File: src/rtl/i2s_tx_pkg.sv
package i2s_tx_pkg;
    typedef enum logic {
        CH_LEFT  = 1'b0,
        CH_RIGHT = 1'b1
    } chan_e;
endpackage

File: src/rtl/i2s_tx_slot_ctrl.sv
module i2s_tx_slot_ctrl
    import i2s_tx_pkg::*;
#(
    parameter int CFG_W = 5
) (
    input  logic             clk,
    input  logic             rst_n,
    input  logic             step_en,
    input  logic [CFG_W-1:0] depth_cfg,
    output logic             bit_step,
    output logic             sck,
    output logic             ws
);
    localparam int CNT_W = CFG_W + 1;

    typedef struct packed {
        logic             phase;   // 0: next step drives a new bit
        logic             sck;
        logic             ws;
        chan_e            chan;    // channel of the bit on the wire
        logic [CNT_W-1:0] cnt;     // bits left in slot after current
    } slot_st_t;

    slot_st_t st_d, st_q;

    always_comb begin
        st_d = st_q;
        if (step_en) begin
            if (!st_q.phase) begin
                st_d.phase = 1'b1;
                st_d.sck   = 1'b0;
                if (st_q.cnt == '0) begin
                    st_d.chan = (st_q.chan == CH_LEFT) ? CH_RIGHT : CH_LEFT;
                    st_d.cnt  = {1'b0, depth_cfg} + CNT_W'(1);
                end else begin
                    st_d.cnt  = st_q.cnt - CNT_W'(1);
                end
                // final bit of a slot announces the next channel
                st_d.ws = (st_d.cnt == '0) ? ~st_d.chan : st_d.chan;
            end else begin
                st_d.phase = 1'b0;
                st_d.sck   = 1'b1;
            end
        end
    end

    always_ff @(posedge clk) begin
        if (!rst_n) begin
            st_q.phase <= 1'b0;
            st_q.sck   <= 1'b0;
            st_q.ws    <= 1'b0;
            st_q.chan  <= CH_RIGHT;
            st_q.cnt   <= '0;
        end else begin
            st_q <= st_d;
        end
    end

    assign bit_step = step_en & ~st_q.phase;
    assign sck      = st_q.sck;
    assign ws       = st_q.ws;
endmodule

File: src/rtl/i2s_tx_shifter.sv
module i2s_tx_shifter #(
    parameter int WORD_W = 32
) (
    input  logic              clk,
    input  logic              rst_n,
    input  logic              bit_step,
    input  logic [WORD_W-1:0] word_data,
    input  logic              word_valid,
    output logic              word_ready,
    output logic              sd,
    output logic              underrun
);
    localparam int LEFT_W = $clog2(WORD_W + 1);

    typedef struct packed {
        logic [WORD_W-1:0] shreg;
        logic [LEFT_W-1:0] left;   // bits still to send from shreg
        logic              sd;
        logic              und;
    } sh_st_t;

    sh_st_t st_d, st_q;
    logic   empty;

    assign empty      = (st_q.left == '0);
    assign word_ready = bit_step & empty;

    always_comb begin
        st_d = st_q;
        if (bit_step) begin
            if (empty) begin
                if (word_valid) begin
                    st_d.sd    = word_data[WORD_W-1];
                    st_d.shreg = {word_data[WORD_W-2:0], 1'b0};
                    st_d.left  = LEFT_W'(WORD_W - 1);
                    st_d.und   = 1'b0;
                end else begin
                    st_d.sd    = 1'b0;
                    st_d.und   = 1'b1;
                end
            end else begin
                st_d.sd    = st_q.shreg[WORD_W-1];
                st_d.shreg = {st_q.shreg[WORD_W-2:0], 1'b0};
                st_d.left  = st_q.left - LEFT_W'(1);
                st_d.und   = 1'b0;
            end
        end
    end

    always_ff @(posedge clk) begin
        if (!rst_n) begin
            st_q <= '0;
        end else begin
            st_q <= st_d;
        end
    end

    assign sd       = st_q.sd;
    assign underrun = st_q.und;
endmodule

File: src/rtl/i2s_master_tx.sv
module i2s_master_tx #(
    parameter int WORD_W = 32,
    parameter int CFG_W  = 5
) (
    input  logic              clk,
    input  logic              rst_n,
    input  logic              step_en,
    input  logic [CFG_W-1:0]  depth_cfg,
    input  logic [WORD_W-1:0] word_data,
    input  logic              word_valid,
    output logic              word_ready,
    output logic              sck,
    output logic              ws,
    output logic              sd,
    output logic              underrun
);
    logic bit_step;

    i2s_tx_slot_ctrl #(.CFG_W(CFG_W)) u_slot (
        .clk       (clk),
        .rst_n     (rst_n),
        .step_en   (step_en),
        .depth_cfg (depth_cfg),
        .bit_step  (bit_step),
        .sck       (sck),
        .ws        (ws)
    );

    i2s_tx_shifter #(.WORD_W(WORD_W)) u_shift (
        .clk        (clk),
        .rst_n      (rst_n),
        .bit_step   (bit_step),
        .word_data  (word_data),
        .word_valid (word_valid),
        .word_ready (word_ready),
        .sd         (sd),
        .underrun   (underrun)
    );
endmodule

File: config.mk
export PLATFORM = sky130hd
export DESIGN_NAME = i2s_master_tx
export DESIGN_NICKNAME = d
export VERILOG_FILES = /design/src/rtl/i2s_tx_pkg.sv /design/src/rtl/i2s_tx_slot_ctrl.sv /design/src/rtl/i2s_tx_shifter.sv /design/src/rtl/i2s_master_tx.sv
export SDC_FILE = /design/constraint.sdc
export NUM_CORES = 1
export LEC_CHECK = 0
export BUFFER_PORTS_ARGS = -buffer_cell sky130_fd_sc_hd__buf_2
export CAP_MARGIN = 40
export CORE_MARGIN = 1.5
export CORE_UTILIZATION = 35
export CTS_BUF_LIST = sky130_fd_sc_hd__clkbuf_8
export DETAILED_ROUTE_END_ITERATION = 8
export PLACE_DENSITY = 0.51
export SLEW_MARGIN = 20
export SYNTH_ARGS = -nofsm -noshare
export SYNTH_HDL_FRONTEND = slang
export SYNTH_HIERARCHICAL = 1
export SYNTH_SLANG_ARGS = --single-unit
File: constraint.sdc
create_clock -name clk -period 3.1 [get_ports clk]
set_input_delay 0.155 -clock clk [delete_from_list [all_inputs] [get_ports clk]]
set_output_delay 0.155 -clock clk [all_outputs]
set_load 0.01 [all_outputs]
==> impl_metrics.csv <==
group,metric,value,unit
timing,rsz0062_at_grt,"no",
cts,cts_made_buffers,5,
global_routing,antenna_found_initial,0,
die,fp.dieH,94.8,um
global_routing,grt-busiest-layer,"met2",
cells_and_area,nFillCells,858,
critical_path,endpoint_kind,"flip-flop",
critical_path,arrival,2.38,ns
route,drtAntennaViolNets,0,
cells_and_area,syn_to_final_growth,12.6,%
cells_and_area,final_common_cell,"nor2b_1",
timing,tns,0,ns
timing,hold_viol_final,0,
critical_path,r2r_start,"u_shift/st_q[2]$_SDFFE_PN0P_",
power,clockPowerShare,18.9,%
critical_path,cp-start-kind,"flip-flop",
route,post-route-drc-count,0,
logic_synthesis,avgSynthCellArea,8.62,um2
critical_path,crit_required,3.35,ns
critical_path,cp_num_buf_inv,2,
cells_and_area,antenna_cells,0,
power,switching_share,38.0,%
die,fp-row-count,33,
critical_path,setup.worst_path.end,"u_shift/st_q[30]$_SDFFE_PN0P_",
die,start_util,36.0,%
global_routing,grt_pass1_vias,2356,
logic_synthesis,post_synth_num_cell_types,48,
cts,cts_resized,0,
power,leakagePower,1.25,nW
critical_path,slowest_delay,0.64,ns
critical_path,crit_chain,"inv_1 -> ha_1 -> nor3b_4 -> a21boi_2 -> buf_4 -> o2111a_1",
route,vias_per_cell,5.42,
timing,max_freq,0.469,GHz
critical_path,crit_family,"compound AO/OA/AOI/OAI gates",
cts,cts_tree,"yes",
logic_synthesis,synth_nets,387,
die,io_pins,46,
cts,post_cts_buffers,0,
job,cap_violations,0,
timing,relSlewSlack,47.1,%
global_routing,grt_usage,16.1,%
critical_path,reg2regPathDepth,6,
critical_path,reg2reg_to,"u_shift/st_q[30]$_SDFFE_PN0P_",
timing,skew,0.00940,ns
route,vias,2570,
power,vdd_drop_max,0.216,mV
placement,gp_congestion,0.794,
power,p_int,1.21,mW
cells_and_area,finish.utilization,40.6,%
die,die_w,94.8,um
critical_path,cp.depth,6,
critical_path,worstSetupPathType,"flip-flop to flip-flop",
power,p_comb_share,39.0,%
global_routing,grtUsageMet2,24.9,%
logic_synthesis,ys_ff_latch,49,
cts,cts-root-buf,"clkbuf_8",
critical_path,cp_max_fo,19,
route,routed_wl,7.04,mm
route,drtIter0Drc,130,
route,firstDrtPassIters,4,
cts,clk_path_buf_depth,2,
global_routing,grt_first_pass_wirelength,11.5,mm
logic_synthesis,synthFlopType,"dfxtp_1",
cts,path_clk_slew,0.09,ns
cells_and_area,final_cell_mix,"nor2b_1 (60), dfxtp_1 (49), buf_2 (45), o21ai_0 (31)",
cts,clock_sinks,49,
cts,htree_levels,2,
die,dieArea,8980,um2
logic_synthesis,yosysWarnings,6,
timing,setup_viol,0,
critical_path,slowest_stage,"a21boi_2",
route,wire_per_inst,14.9,um
power,net-switching-power,740,uW
placement,dpl.hpwl,4.50,mm
critical_path,startpoint,"u_shift/st_q[2]$_SDFFE_PN0P_",
logic_synthesis,syn_area,2950,um2
cells_and_area,nets,413,
global_routing,use_met3,2.82,%
timing,fin_crit,2.13,ns
timing,slew_viol_final,0,
power,powerDensity,587,nW/um2
placement,io_buffers,45,
global_routing,grt_overflow,0,
critical_path,ff2ff_setup_slack,0.97,ns
cells_and_area,drive_gt1_share,19.2,%
timing,final.period_utilization,68.7,%
global_routing,grt_max_degree,53,
global_routing,grtUsageMet1,23.1,%
die,core,8180,um2
cts,hold_buffers,0,
worst_hold_path,hp-class,"primary input to flip-flop",
cts,clk_latency,0.30,ns
timing,worstMarginPinSlew,0.790,ns
logic_synthesis,async_reset_ff_share,0,%
power,p_seq_share,42.0,%
logic_synthesis,synth_seq_area_share,33.3,%
logic_synthesis,netlist_instances,342,
outcome,outcome,"complete, no violations",
logic_synthesis,synth-edff-count,0,
power by group through the flow:
stage	Sequential, mW	Clock, mW	Combinational [mW]
after floorplan	0.813	0	0.606
after global placement	0.830	0	0.736
after detailed placement	0.833	0	0.741
after CTS	0.818	0.384	0.746
after global routing	0.834	0.410	0.851
final	0.818	0.368	0.760
cells in the mapped netlist (2+ instances only):
cell type	instances	area share [%]
nor2b_1	60	13
dfxtp_1	49	33
o21ai_0	31	5.3
nand4_1	30	6.4
o2111a_1	30	11
clkbuf_1	23	2.9
nand2_1	15	1.9
buf_2	8	1.4
nand3_1	6	1.0
o21ai_1	6	1.0
inv_1	5	0.64
nand2b_1	5	1.1
nor2_1	5	0.64
a21boi_0	4	1.0
a21boi_1	4	1.0
buf_6	4	1.5
ha_1	4	1.7
mux2i_1	4	1.4
xnor2_1	4	1.2
a21oi_1	3	0.51
and3_1	3	0.64
nand4b_1	3	0.89
nor3_1	3	0.51
o211ai_1	3	0.76
or3_1	3	0.64
a31oi_1	2	0.42
nor3b_1	2	0.51
or2_2	2	0.42
xor2_1	2	0.59
tightest hold or removal path: cells and delay by family:
| family | cells | cell delay [ns] |
|---|---|---|
| AOI/OAI and AO/OA | 1 | 0.07 |
| buffers and inverters | 1 | 0.10 |
| and+or+nand+nor | 1 | 0.06 |
kinds of logic (layout without fill, tap and decap cells):
group	after synthesis	count (layout)	share of synthesized area, %
xor gates and xnor gates	6	6	1.78
adders and majority gates	4	4	1.70
buffers and inverters	40	67	6.45
muxes	5	5	1.87
AOI/OAI and AO/OA	95	95	25.4
and+or+nand+nor	143	143	29.5
DFF	49	49	33.3
through the flow:
stage / instance area (um2) / hold WS [ns] / power, mW / setup slack [ns] / std cells
floorplan: 2950 / 0.304 / 1.42 / 0.963 / 342
global placement: 3190 / 0.444 / 1.57 / 0.997 / 464
detailed placement: 3220 / 0.443 / 1.57 / 0.956 / 465
CTS: 3300 / 0.108 / 1.95 / 0.928 / 473
global route: 3320 / 0.109 / 2.09 / 0.778 / 474
finish: 3320 / 0.117 / 1.95 / 0.969 / 474
state kept, by name (all words and copies together) (netlist names):
name and flops:
u_shift/sd 1, u_shift/st_q 37, u_slot/ws 1, u_slot/st_q 8, u_slot/sck 1, u_shift/underrun 1
metal layers:
metal,part of all wire [%],up-vias
li1,-,1321
met1,52,1209
met2,44,34
met3,2.9,6
met4,0.92,0
met5,0,-
area by class of cell:
type / instances / area, um2 / share of cell area [%]
clock buffers: 5 / 68.8 / 2.07
well taps: 105 / 131 / 3.96
inverters: 5 / 18.8 / 0.566
multi-input cells: 253 / 1780 / 53.8
repair buffers: 54 / 320 / 9.65
clock inverters: 3 / 13.8 / 0.415
flip-flops and latches: 49 / 981 / 29.6
worst min path at each step:
stage | start | to | slack [ns] | cells after the start
5_1_grt | word_data[31] | u_shift/sd$_SDFFE_PN0P_ | 0.11 | 3
4_1_cts | word_data[31] | u_shift/sd$_SDFFE_PN0P_ | 0.11 | 3
3_3_place_gp | word_data[31] | u_shift/sd$_SDFFE_PN0P_ | 0.44 | 3
6_report | word_data[31] | u_shift/sd$_SDFFE_PN0P_ | 0.12 | 3
2_1_floorplan | rst_n | u_shift/st_q[7]$_SDFFE_PN0P_ | 0.30 | 2
3_5_place_dp | word_data[31] | u_shift/sd$_SDFFE_PN0P_ | 0.44 | 3
No activity file was read; power rests on OpenSTA's default activity.
